File: config.mk
export PLATFORM = sky130hd
export DESIGN_NAME = i2c_regfile_target
export DESIGN_NICKNAME = d
export VERILOG_FILES = /design/src/rtl/i2c_rf_pkg.sv /design/src/rtl/i2c_rf_sync.sv /design/src/rtl/i2c_rf_mask.sv /design/src/rtl/i2c_rf_engine.sv /design/src/rtl/i2c_regfile_target.sv
export SDC_FILE = /design/constraint.sdc
export NUM_CORES = 1
export LEC_CHECK = 0
export BUFFER_PORTS_ARGS = -buffer_cell sky130_fd_sc_hd__buf_2
export CORE_ASPECT_RATIO = 1.25
export CORE_UTILIZATION = 63
export DETAILED_ROUTE_END_ITERATION = 16
export HOLD_SLACK_MARGIN = 0.08
export PLACE_DENSITY_LB_ADDON = 0.1
export SKIP_CTS_REPAIR_TIMING = 1
export SLEW_MARGIN = 20
export SYNTH_ARGS = -nofsm -noshare
export SYNTH_HDL_FRONTEND = slang
export SYNTH_HIERARCHICAL = 1
export SYNTH_SLANG_ARGS = --single-unit
File: constraint.sdc
create_clock -name clk_i -period 4.67 [get_ports clk_i]
set_input_delay 0.934 -clock clk_i [delete_from_list [all_inputs] [get_ports clk_i]]
set_output_delay 0.934 -clock clk_i [all_outputs]
set_load 0.05 [all_outputs]
File: src/rtl/i2c_rf_pkg.sv
package i2c_rf_pkg;
  typedef enum logic [3:0] {
    ST_IDLE,
    ST_ADDR,
    ST_ADDR_ACK,
    ST_PTR,
    ST_PTR_ACK,
    ST_WDATA,
    ST_WDATA_ACK,
    ST_RDATA,
    ST_RACK,
    ST_WAIT
  } tgt_state_e;
endpackage

File: src/rtl/i2c_rf_sync.sv
module i2c_rf_sync #(
  parameter int STAGES = 2
) (
  input  logic clk_i,
  input  logic rst_ni,
  input  logic scl_i,
  input  logic sda_i,
  output logic scl_hi_o,
  output logic sda_o,
  output logic scl_rise_o,
  output logic scl_fall_o,
  output logic start_o,
  output logic stop_o
);
  logic [STAGES-1:0] scl_sr, sda_sr;
  logic scl_d, sda_d;

  always_ff @(posedge clk_i or negedge rst_ni) begin
    if (!rst_ni) begin
      scl_sr <= '1;
      sda_sr <= '1;
      scl_d  <= 1'b1;
      sda_d  <= 1'b1;
    end else begin
      scl_sr <= {scl_sr[STAGES-2:0], scl_i};
      sda_sr <= {sda_sr[STAGES-2:0], sda_i};
      scl_d  <= scl_sr[STAGES-1];
      sda_d  <= sda_sr[STAGES-1];
    end
  end

  assign scl_hi_o   = scl_sr[STAGES-1];
  assign sda_o      = sda_sr[STAGES-1];
  assign scl_rise_o = scl_hi_o & ~scl_d;
  assign scl_fall_o = ~scl_hi_o & scl_d;
  // SDA edge while SCL is steadily high
  assign start_o    = scl_hi_o & scl_d & sda_d & ~sda_o;
  assign stop_o     = scl_hi_o & scl_d & ~sda_d & sda_o;
endmodule

File: src/rtl/i2c_rf_mask.sv
module i2c_rf_mask #(
  parameter int NUM_REGS = 16,
  parameter int DW = 8,
  parameter logic [NUM_REGS*DW-1:0] WMASK = '1,
  localparam int AW = $clog2(NUM_REGS)
) (
  input  logic [AW-1:0] addr_i,
  output logic [DW-1:0] mask_o
);
  logic [DW-1:0] mask_tbl [NUM_REGS];

  for (genvar g = 0; g < NUM_REGS; g++) begin : g_tbl
    assign mask_tbl[g] = WMASK[g*DW +: DW];
  end

  assign mask_o = mask_tbl[addr_i];
endmodule

File: src/rtl/i2c_rf_engine.sv
module i2c_rf_engine
  import i2c_rf_pkg::*;
#(
  parameter int NUM_REGS = 16,
  parameter int DW = 8,
  parameter logic [6:0] DEV_ADDR = 7'h51,
  localparam int AW = $clog2(NUM_REGS),
  localparam int CW = $clog2(DW + 1)
) (
  input  logic          clk_i,
  input  logic          rst_ni,
  input  logic          scl_hi_i,
  input  logic          sda_i,
  input  logic          scl_rise_i,
  input  logic          scl_fall_i,
  input  logic          start_i,
  input  logic          stop_i,
  input  logic [DW-1:0] mask_i,
  input  logic [DW-1:0] rdata_i,
  output logic          sda_oe_o,
  output logic          access_o,
  output logic [AW-1:0] ptr_o,
  output logic          we_o,
  output logic [DW-1:0] wdata_o
);
  tgt_state_e    state;
  logic [CW-1:0] bit_cnt;
  logic [DW-1:0] shreg;
  logic          rd_dir, mack;

  localparam logic [CW-1:0] FULL = CW'(DW);

  always_ff @(posedge clk_i or negedge rst_ni) begin
    if (!rst_ni) begin
      state    <= ST_IDLE;
      bit_cnt  <= '0;
      shreg    <= '0;
      ptr_o    <= '0;
      sda_oe_o <= 1'b0;
      access_o <= 1'b0;
      we_o     <= 1'b0;
      wdata_o  <= '0;
      rd_dir   <= 1'b0;
      mack     <= 1'b0;
    end else begin
      we_o <= 1'b0;
      if (stop_i) begin
        state    <= ST_IDLE;
        sda_oe_o <= 1'b0;
        access_o <= 1'b0;
      end else if (start_i) begin
        state    <= ST_ADDR;
        sda_oe_o <= 1'b0;
        bit_cnt  <= '0;
      end else begin
        case (state)
          ST_ADDR, ST_PTR, ST_WDATA: begin
            if (scl_rise_i) begin
              shreg   <= {shreg[DW-2:0], sda_i};
              bit_cnt <= bit_cnt + 1'b1;
            end else if (scl_fall_i && bit_cnt == FULL) begin
              bit_cnt <= '0;
              if (state == ST_ADDR) begin
                if (shreg[DW-1:1] == DEV_ADDR) begin
                  access_o <= 1'b1;
                  rd_dir   <= shreg[0];
                  sda_oe_o <= 1'b1;
                  state    <= ST_ADDR_ACK;
                end else begin
                  state <= ST_WAIT;
                end
              end else if (state == ST_PTR) begin
                ptr_o    <= shreg[AW-1:0];
                sda_oe_o <= 1'b1;
                state    <= ST_PTR_ACK;
              end else begin
                we_o     <= 1'b1;
                wdata_o  <= shreg & mask_i;
                sda_oe_o <= 1'b1;
                state    <= ST_WDATA_ACK;
              end
            end
          end
          ST_ADDR_ACK: begin
            if (scl_fall_i) begin
              bit_cnt <= '0;
              if (rd_dir) begin
                shreg    <= rdata_i;
                sda_oe_o <= ~rdata_i[DW-1];
                ptr_o    <= ptr_o + 1'b1;
                state    <= ST_RDATA;
              end else begin
                sda_oe_o <= 1'b0;
                state    <= ST_PTR;
              end
            end
          end
          ST_PTR_ACK: begin
            if (scl_fall_i) begin
              sda_oe_o <= 1'b0;
              state    <= ST_WDATA;
            end
          end
          ST_WDATA_ACK: begin
            if (we_o) ptr_o <= ptr_o + 1'b1;
            if (scl_fall_i) begin
              sda_oe_o <= 1'b0;
              state    <= ST_WDATA;
            end
          end
          ST_RDATA: begin
            if (scl_rise_i) begin
              bit_cnt <= bit_cnt + 1'b1;
            end else if (scl_fall_i) begin
              if (bit_cnt == FULL) begin
                sda_oe_o <= 1'b0;
                state    <= ST_RACK;
              end else begin
                sda_oe_o <= ~shreg[DW-2];
                shreg    <= {shreg[DW-2:0], 1'b0};
              end
            end
          end
          ST_RACK: begin
            if (scl_rise_i) begin
              mack <= ~sda_i;
            end else if (scl_fall_i) begin
              bit_cnt <= '0;
              if (mack) begin
                shreg    <= rdata_i;
                sda_oe_o <= ~rdata_i[DW-1];
                ptr_o    <= ptr_o + 1'b1;
                state    <= ST_RDATA;
              end else begin
                state <= ST_WAIT;
              end
            end
          end
          default: ;
        endcase
      end
    end
  end


  oe_scl_low_chk: assert property (@(posedge clk_i) disable iff (!rst_ni)
    (scl_hi_i && $past(scl_hi_i)) |-> $stable(sda_oe_o));

  acc_rise_chk: assert property (@(posedge clk_i) disable iff (!rst_ni)
    $rose(access_o) |-> $past(state) == ST_ADDR);

  acc_stop_chk: assert property (@(posedge clk_i) disable iff (!rst_ni)
    stop_i |=> !access_o);

  we_pulse_chk: assert property (@(posedge clk_i) disable iff (!rst_ni)
    we_o |=> !we_o);

  wait_release_chk: assert property (@(posedge clk_i) disable iff (!rst_ni)
    (state == ST_WAIT && $past(state) == ST_WAIT) |-> !sda_oe_o);

  we_mask_chk: assert property (@(posedge clk_i) disable iff (!rst_ni)
    we_o |-> (wdata_o & ~mask_i) == '0);
endmodule

File: src/rtl/i2c_regfile_target.sv
module i2c_regfile_target #(
  parameter int NUM_REGS = 16,
  parameter int DW = 8,
  parameter logic [6:0] DEV_ADDR = 7'h51,
  parameter int SYNC_STAGES = 2,
  parameter logic [NUM_REGS*DW-1:0] WMASK = {{(NUM_REGS-3){8'hFF}}, 8'h7F, 8'h1F, 8'hFF},
  localparam int AW = $clog2(NUM_REGS)
) (
  input  logic          clk_i,
  input  logic          rst_ni,
  input  logic          scl_i,
  input  logic          sda_i,
  output logic          sda_oe_o,
  output logic          access_o,
  output logic [AW-1:0] reg_addr_o,
  output logic          reg_we_o,
  output logic [DW-1:0] reg_wdata_o,
  input  logic [DW-1:0] reg_rdata_i
);
  logic scl_hi, sda_s, scl_rise, scl_fall, start_det, stop_det;
  logic [DW-1:0] cur_mask;

  i2c_rf_sync #(.STAGES(SYNC_STAGES)) u_sync (
    .clk_i, .rst_ni, .scl_i, .sda_i,
    .scl_hi_o(scl_hi), .sda_o(sda_s), .scl_rise_o(scl_rise),
    .scl_fall_o(scl_fall), .start_o(start_det), .stop_o(stop_det)
  );

  i2c_rf_mask #(.NUM_REGS(NUM_REGS), .DW(DW), .WMASK(WMASK)) u_mask (
    .addr_i(reg_addr_o), .mask_o(cur_mask)
  );

  i2c_rf_engine #(.NUM_REGS(NUM_REGS), .DW(DW), .DEV_ADDR(DEV_ADDR)) u_engine (
    .clk_i, .rst_ni,
    .scl_hi_i(scl_hi), .sda_i(sda_s), .scl_rise_i(scl_rise), .scl_fall_i(scl_fall),
    .start_i(start_det), .stop_i(stop_det), .mask_i(cur_mask), .rdata_i(reg_rdata_i),
    .sda_oe_o, .access_o, .ptr_o(reg_addr_o), .we_o(reg_we_o), .wdata_o(reg_wdata_o)
  );
endmodule

# Yosys cells after proc, flatten, opt, wreduce, memory -nomap -nowiden
# Memory sizes are Yosys's and may differ from the RTL's.
# Cells that the tools add are included.
# totals
ff_bits,39
mem_bits_ro,128
inputBits,12
out_inout_bits,15
word_cells,174
n_memories,1
# classes
n_addsub,2
n_lt_le_gt_ge,1
eq_ne,40
n_mux,76
n_bitwise,20
reduce_logical,20
# memory_table
name,depth,width,rd,rd_clocked_by_memory_dff,wr,line,rtl
(name not given),16,8,1,0,0,i2c_rf_mask.sv:16,assign mask_o = mask_tbl[addr_i];
# ops
operator,n
$mux 4,30
$mux 8,11
$pmux 4 s4,2
$pmux 8 s4,1
$mux 1,28
$ne 4x3->1 const B,7
$ne 2x1->1 const B,10
$pmux 4 s5,1
$eq 4x3->1 const B,4
$reduce_and 7->1,2
$reduce_and 13->1,1
$ne 2x2->1 const B,6
$ne 4x4->1 const B,3
$reduce_and 12->1,1
$not 1->1,11
$reduce_and 11->1,1
$reduce_and 10->1,1
$add 4x1->4 const B,2
$and 8x8->8,1
$eq 4x2->1 const B,2
$eq 4x4->1 const B,2
$reduce_bool 2->1,4
$reduce_bool 4->1,2
$and 1x1->1,7
18 further kinds,19

# Depth between registers and ports, before layout
# Gate-level depths: netlist of the first run.
# logic_depth
ltp_word,8
ltp_mapped,10
depth_no_buf,8

# Cells and area by module
# Netlist of the first run, hierarchy kept.
# modules_own_cells
module,instances,cells_each,area_per_inst_um2,seq_area_each_um2
i2c_rf_engine,1,229,2140.8,825.8
i2c_rf_sync,1,10,190.2,157.7
i2c_rf_mask,1,11,80.1,0.0

# Worst setup path before layout of the first run
# Ideal clock, no wire load.
# synth_path
path_kind,reg2reg
startpoint,register u_sync.sda_sr[1]
endpoint,register u_engine.ptr_o[1]
setup_ns,0.125
arrival_time_ns,2.058
t_required_ns,4.545
path_slack_ns,2.487
path_stages_with_launch,8
path_buffers,1
period_less_slack_ns,2.183
path_cell_list,dfstp_2 -> and4b_1 -> clkbuf_1 -> nor2_1 -> o21ai_0 -> a311oi_2 -> o211a_1 -> mux2_4
# synth_via
elab_chain_cells,4
word_cells_on_any_way,6
cone_classes,bitwise (5); reduce/logical (1)
# synth_rtl
item,line,rtl
from (decl),i2c_rf_sync.sv:15,"logic [STAGES-1:0] scl_sr, sda_sr;"
from (signal assigned),i2c_rf_sync.sv:26,"sda_sr <= {sda_sr[STAGES-2:0], sda_i};"
$not 1->1,i2c_rf_sync.sv:37,assign start_o = scl_hi_o & scl_d & sda_d & ~sda_o;
$and 1x1->1,i2c_rf_sync.sv:37,
named net start_det,i2c_regfile_target.sv:20,"logic scl_hi, sda_s, scl_rise, scl_fall, start_det, stop_det;"
$not 1->1 (no source line),n/a,
$reduce_and 13->1 (no source line),n/a,
to (signal assigned),i2c_rf_engine.sv:73,ptr_o <= shreg[AW-1:0];
to (signal assigned),i2c_rf_engine.sv:90,ptr_o <= ptr_o + 1'b1;
to (signal assigned),i2c_rf_engine.sv:105,if (we_o) ptr_o <= ptr_o + 1'b1;
to (decl),i2c_rf_engine.sv:22,"output logic [AW-1:0] ptr_o,"
# The timed path passes the listed nets, and every way through them passes these cells.
# A chain may end at the register's enable or synchronous reset.

# Final worst setup path of the first run
# layout_path
startpoint,register u_sync.sda_sr[1]
endpoint,register u_engine.shreg[1]
# layout_via
elab_chain_cells,4
word_cells_on_any_way,6
cone_classes,bitwise (5); reduce/logical (1)
# layout_rtl
item,line,rtl
$not 1->1,i2c_rf_sync.sv:37,
$and 1x1->1,i2c_rf_sync.sv:37,
named net start_det,i2c_regfile_target.sv:20,
$not 1->1 (no source line),n/a,
$reduce_and 12->1 (no source line),n/a,
to (signal assigned),i2c_rf_engine.sv:59,"shreg <= {shreg[DW-2:0], sda_i};"
to (signal assigned),i2c_rf_engine.sv:88,shreg <= rdata_i;
to (signal assigned),i2c_rf_engine.sv:120,"shreg <= {shreg[DW-2:0], 1'b0};"
to (decl),i2c_rf_engine.sv:28,logic [DW-1:0] shreg;
# The timed path passes the listed nets, and every way through them passes these cells.

==> impl_metrics.tcl, run 1 <==
set metrics [dict create \
    cp_max_fo 12 \
    dieWidth_um 57.33 \
    cts_root_buffer "clkbuf_8" \
    synth-edff-count 0 \
    fin_skew_ns 0.004780 \
    area_delta_synth_final_pct 8.096 \
    setup_violations 0 \
    drt_iter0_drc 202 \
    ys.flop_type "dfrtp_1" \
    intPower_uw 966.6 \
    seq_area_frac_synth_pct 40.79 \
    dp_worst_setup_slack_ns 1.805 \
    portBuffers 26 \
    drive_above_1_share_pct 27.24 \
    tightest_slew_ns 1.038 \
    coreArea_mm2 0.003573 \
    comb_power_share_pct 47.7 \
    ys_types 68 \
    rsz0062_at_grt "no" \
    ant_nets 0 \
    p_seq_share_pct 36.1 \
    core.rowCount 24 \
    clk_latency_ns 0.29 \
    cp-end-kind "flop" \
    fin_crit_sh_pct 62.43 \
    ir_drop_mv 0.4169 \
    worst-setup-path-type "flop to flop" \
    drv_slew 0 \
    hold_viol 0 \
    gp_congestion 0.8884 \
    power_density_mw_per_mm2 658.8 \
    worstSetupStartpointType "flop" \
    grt_pass1_wl_mm 8.949 \
    hpwlAfterDp_mm 3.650 \
    nFillCells 273 \
    dr.pass1.iters 10 \
    cts_tree "done" \
    switchingPower_uw 750.4 \
    fin_setup_tns_ns 0 \
    cts_made_buffers 5 \
    design.portCount 27 \
    wirelength_mm 5.206 \
    clock_sinks 39 \
    htree_levels 2 \
    relSlewSlack_pct 29.00 \
    clkPwrFrac_pct 16.3 \
    p_leak_uw 0.001162 \
    yosysWarnings 6 \
    num_antenna_cells 0 \
    run_status "finished, violations left" \
    drt-wirelength-per-cell_um 16.96 \
    critical_path_arrival_ns 3.10 \
    violations "DRC" \
    grt_pass1_vias 1913 \
    cp_data_required_time_ns 4.85 \
    nNetsFinal 283 \
    dieArea_mm2 0.004080 \
    route.detailed.drc 1 \
    cap_violations 0 \
    synth_area_per_cell_um2 9.644 \
    max_freq_mhz 343.0 \
    synthArstFlopShare_pct 100.0 \
    synth_cells 250 \
    worst_slack_ns 1.755 \
    die_y_um 71.17 \
    initial_core_util_pct 67.47 \
    grt.total_usage_pct 28.72 \
    syn-cell-area_mm2 0.002411 \
    antenna_found_initial 0 \
    cts_max_path_buffers 2 \
    finalCriticalPeriod_ns 2.915 \
    gr-total-overflow 0 \
    grt_start_max_net_pins 40 \
    p_sw_share_pct 43.70 \
    vias 1967 \
    vias_per_cell 6.407 \
    path_clk_slew_ns 0.08 \
    hp-class "flop to flop" \
    synth_seq_cells 39 \
]
power groups by stage:
stage | clock (µW) | sequential [µW] | combinational [µW]
after global routing | 296 | 638 | 899
after CTS | 287 | 614 | 812
after floorplan | 0 | 583 | 673
after global placement | 0 | 616 | 793
after detailed placement | 0 | 617 | 808
final | 279 | 619 | 819
flip-flops by register name (all words and copies together), names as in the netlist:
| signal | flops |
|---|---|
| u_engine/state | 4 |
| u_engine/shreg | 8 |
| u_sync/scl_d | 1 |
| u_engine/access_o | 1 |
| u_engine/sda_oe_o | 1 |
| u_engine/rd_dir | 1 |
| u_engine/ptr_o | 4 |
| u_sync/sda_d | 1 |
| u_sync/sda_sr | 2 |
| u_engine/wdata_o | 8 |
| u_engine/mack | 1 |
| u_engine/bit_cnt | 4 |
| u_engine/we_o | 1 |
| u_sync/scl_sr | 2 |
area by class of cell:
cell class | count | area, µm² | area share (%)
well taps | 39 | 48.80 | 1.872
clock inverters | 3 | 43.79 | 1.680
clock buffers | 5 | 68.82 | 2.640
inverters | 11 | 41.29 | 1.584
flip-flops and latches | 39 | 983.4 | 37.73
multi-input cells | 184 | 1290 | 49.50
repair buffers | 26 | 130.1 | 4.993
cell usage after synthesis (4+ instances only):
cell | instances | share of area [%]
buf_2 | 4 | 0.83
nor2_1 | 7 | 1.1
buf_4 | 6 | 1.9
dfstp_2 | 6 | 6.5
inv_1 | 10 | 1.6
o21ai_0 | 12 | 2.5
nand2_1 | 28 | 4.4
mux2_2 | 17 | 7.9
a21oi_1 | 13 | 2.7
nand2b_1 | 7 | 1.8
ha_1 | 4 | 2.1
nand3_1 | 14 | 2.9
clkbuf_1 | 8 | 1.2
nor2b_1 | 5 | 1.3
dfrtp_1 | 33 | 34
metal layers:
layer  global-route usage (%)  routed length, µm  share of wire [%]
met1                    35.22               2217                 43
met2                    48.76               2634                 51
met3                    5.667                239                4.6
met4                    12.74                115                2.2
met5                        0                  0                  0
stage by stage:
| step | area, µm² | total power, µW | hold slack [ns] | std cells | util [%] |
|---|---|---|---|---|---|
| 3_5_place_dp | 2494 | 1425 | 0.3468 | 299 | 69.78 |
| 4_1_cts | 2606 | 1713 | 0.3582 | 307 | 72.93 |
| 2_1_floorplan | 2426 | 1257 | 0.3452 | 254 | - |
| 5_1_grt | 2606 | 1833 | 0.3683 | 307 | 72.93 |
| 3_3_place_gp | 2494 | 1410 | 0.3470 | 299 | 69.78 |
| 6_report | 2606 | 1717 | 0.3571 | 307 | 72.93 |
layout by cell type, fill, tap and decap left out, types with 3 or more instances in the layout:
cell / instances
ha_1: 4
clkbuf_8: 5
a31oi_1: 3
inv_1: 10
conb_1: 5
nand2b_1: 7
buf_2: 26
nor4_1: 3
o21ai_0: 12
nor2_1: 7
dfstp_2: 6
nor2b_1: 5
a21oi_1: 13
mux2_2: 17
nand2_1: 28
dfrtp_1: 33
nand4_1: 3
nand3_1: 14
a2111oi_0: 3
final timing paths:
| path | start | end | slack (ns) | cells past startpoint |
|---|---|---|---|---|
| worst max-delay path | u_sync/sda_sr[1] | u_engine/shreg[1] | 1.75 | 6 |
| worst min-delay path | u_sync/scl_sr[0] | u_sync/scl_sr[1] | 0.36 | 0 |
| worst max register to register | u_sync/sda_sr[1] | u_engine/shreg[1] | 1.75 | 6 |
| worst min register to register | u_sync/scl_sr[0] | u_sync/scl_sr[1] | 0.36 | 0 |
| max in group asynchronous | rst_ni | u_engine/access_o | 3.43 | 1 |
| min in group asynchronous | rst_ni | u_engine/bit_cnt[0] | 0.72 | 1 |
cells by family (layout without fill, tap and decap cells):
group                      Yosys count  after routing  synth area share [%]
buffers and inverters               31             45                 6.331
muxes                               20             20                 9.393
xor gates and xnor gates             1              1                0.3633
adders and majority gates            4              4                 2.076
other                                1              5                0.1555
DFF                                 39             39                 40.79
AOI/OAI and AO/OA                   60             60                 18.37
and+or+nand+nor                     94             94                 22.52
critical path: stages (launching register included):
cell and delay [ns]:
dfstp_2 0.56, and4b_1 0.29, nor2_1 0.59, o21ai_0 0.23
a311oi_2 0.47, nand3_2 0.30, mux2_2 0.36
Power figures use the tool's default switching activity.
==> run 2: changes to the inputs <==
Settings changed: CORE_UTILIZATION 63 to 58.
Clock period 4.67 ns to 2.78 ns, I/O delays scaled along.
==> run 2 against run 1 <==
The run now ends clean. Non-clock buffer count rose by 11. Cell area rose by 3.8%. Global-route usage increased by 0.16 points. Register-to-register slack worse by 1.4 ns. Sequential share of layout area shrank 1.4 points. Final cell count rose by 8.5%. Setup slack got worse by 1.4 ns. Die area is 8.4% higher. Combinational power up 78%. Fmax rose by 21%. Utilization fell by 3.2 points.
==> impl_metrics.tcl, run 2 (same netlist as run 1, synthesis figures left out) <==
set metrics [dict create \
    run_status "finished clean" \
    route.detailed.drc 0 \
    nNetsFinal 294 \
    grt_pass1_wl_mm 9.397 \
    reg.largest.list "u_engine/shreg x8, u_engine/wdata_o x8" \
    worstRegToRegCells 8 \
    coreArea_mm2 0.003879 \
    dieWidth_um 59.67 \
    place_inst 325 \
    min_path_cells 0 \
    cp_max_fo 14 \
    fin_skew_ns 0.007987 \
    path_clk_slew_ns 0.08 \
    worst-setup-path-type "flop to flop" \
    setup_violations 0 \
    max_freq_mhz 416.4 \
    p_leak_uw 0.001211 \
    drv_slew 0 \
    cap_violations 0 \
    design.portCount 27 \
    tightest_slew_ns 0.8693 \
    power_density_mw_per_mm2 1088 \
    r2r-end "u_engine/wdata_o[0]" \
    worstReg2RegStart "u_sync/scl_d" \
    grt_pass1_vias 1899 \
    clk_latency_ns 0.29 \
    critical_path_arrival_ns 2.63 \
    rsz0062_at_grt "no" \
    fin_util_pct 69.74 \
    drt-wirelength-per-cell_um 17.20 \
    grt_start_max_net_pins 40 \
    final_cells 333 \
    antenna_found_initial 0 \
    hp-start "u_sync/scl_sr[0]" \
    htree_levels 2 \
    drt_iter0_drc 88 \
    final_cell_mix "dfrtp_1, nand2_1, buf_2" \
    wirelength_mm 5.726 \
    cts_made_buffers 5 \
    stdcell_area_mm2 0.002705 \
    hpwlAfterDp_mm 4.002 \
    cp-end-kind "flop" \
    gp_congestion 0.8998 \
    cts_max_path_buffers 2 \
    hold_viol 0 \
    grt.total_usage_pct 28.88 \
    relSlewSlack_pct 42.04 \
    num_antenna_cells 0 \
    gr-total-overflow 0 \
    drive_above_1_share_pct 29.75 \
    hp-class "flop to flop" \
    ir_drop_mv 0.6695 \
    core.rowCount 25 \
    fin_setup_tns_ns 0 \
    ant_nets 0 \
    portBuffers 26 \
    whs_endpoint "u_sync/scl_sr[1]" \
    die_y_um 74.09 \
    cts_tree "done" \
    area_delta_synth_final_pct 12.19 \
    vias_per_cell 6.057 \
    final_common_cell "dfrtp_1" \
    r2r_setup_slack_ns 0.38 \
    clock_sinks 39 \
    cts_root_buffer "clkbuf_8" \
    placed_area_mm2 0.002595 \
    vias 2017 \
    finalCriticalPeriod_ns 2.402 \
    fin_crit_sh_pct 86.39 \
    dr.pass1.iters 4 \
    cp_data_required_time_ns 3.01 \
    worstSetupStartpointType "flop" \
    whs_ns 0.3582 \
    startpoint "u_sync/scl_d" \
    initial_core_util_pct 62.16 \
    dieArea_mm2 0.004421 \
]
-- run 2: worst max-delay path, stage by stage (launching register included) --
cell	delay, ns
dfstp_2	0.55
nor2b_1	0.04
buf_4	0.19
nor3b_1	0.39
nand4_1	0.20
or3b_1	0.58
inv_2	0.22
nand3_1	0.10
nand2_1	0.08
-- run 2: area by class of cell --
| class | count | area, µm² |
|---|---|---|
| fill | 350 | 1174 |
| timing repair buffer | 37 | 212.7 |
| clock inverter | 2 | 37.54 |
| inverter | 11 | 41.29 |
| clock buffer | 6 | 72.57 |
| tap | 54 | 67.56 |
| sequential | 39 | 983.4 |
| multi-input combinational | 184 | 1290 |
-- run 2: worst max-delay path by stage --
stage                     endpoint  slack [ns]
3_5_place_dp   u_engine/wdata_o[1]        0.44
4_1_cts        u_engine/wdata_o[0]        0.41
2_1_floorplan    u_engine/ptr_o[1]        0.60
6_report       u_engine/wdata_o[0]        0.38
5_1_grt        u_engine/wdata_o[7]        0.22
3_3_place_gp   u_engine/wdata_o[0]        0.48
-- run 2: stage by stage --
stage	power (µW)	worst slack [ns]
global placement	2419	0.4798
finish	2943	0.3784
floorplan	2111	0.5971
detailed placement	2447	0.4430
CTS	2941	0.4085
global route	3136	0.2244
-- run 2: power by group --
group | leakage (µW) | switching (µW) | internal (µW) | total, µW
logic | 0.000703 | 788 | 673 | 1460
clock network | 0.0000514 | 204 | 268 | 472
registers | 0.000457 | 284 | 727 | 1010
-- run 2: layer usage --
metal  up-vias  track usage, %  wire, µm
li1        960               -         -
met1       976           35.90      2462
met2        71           49.38      2926
met3        10           4.522       251
met4         0           12.14        87
met5         -               0         0
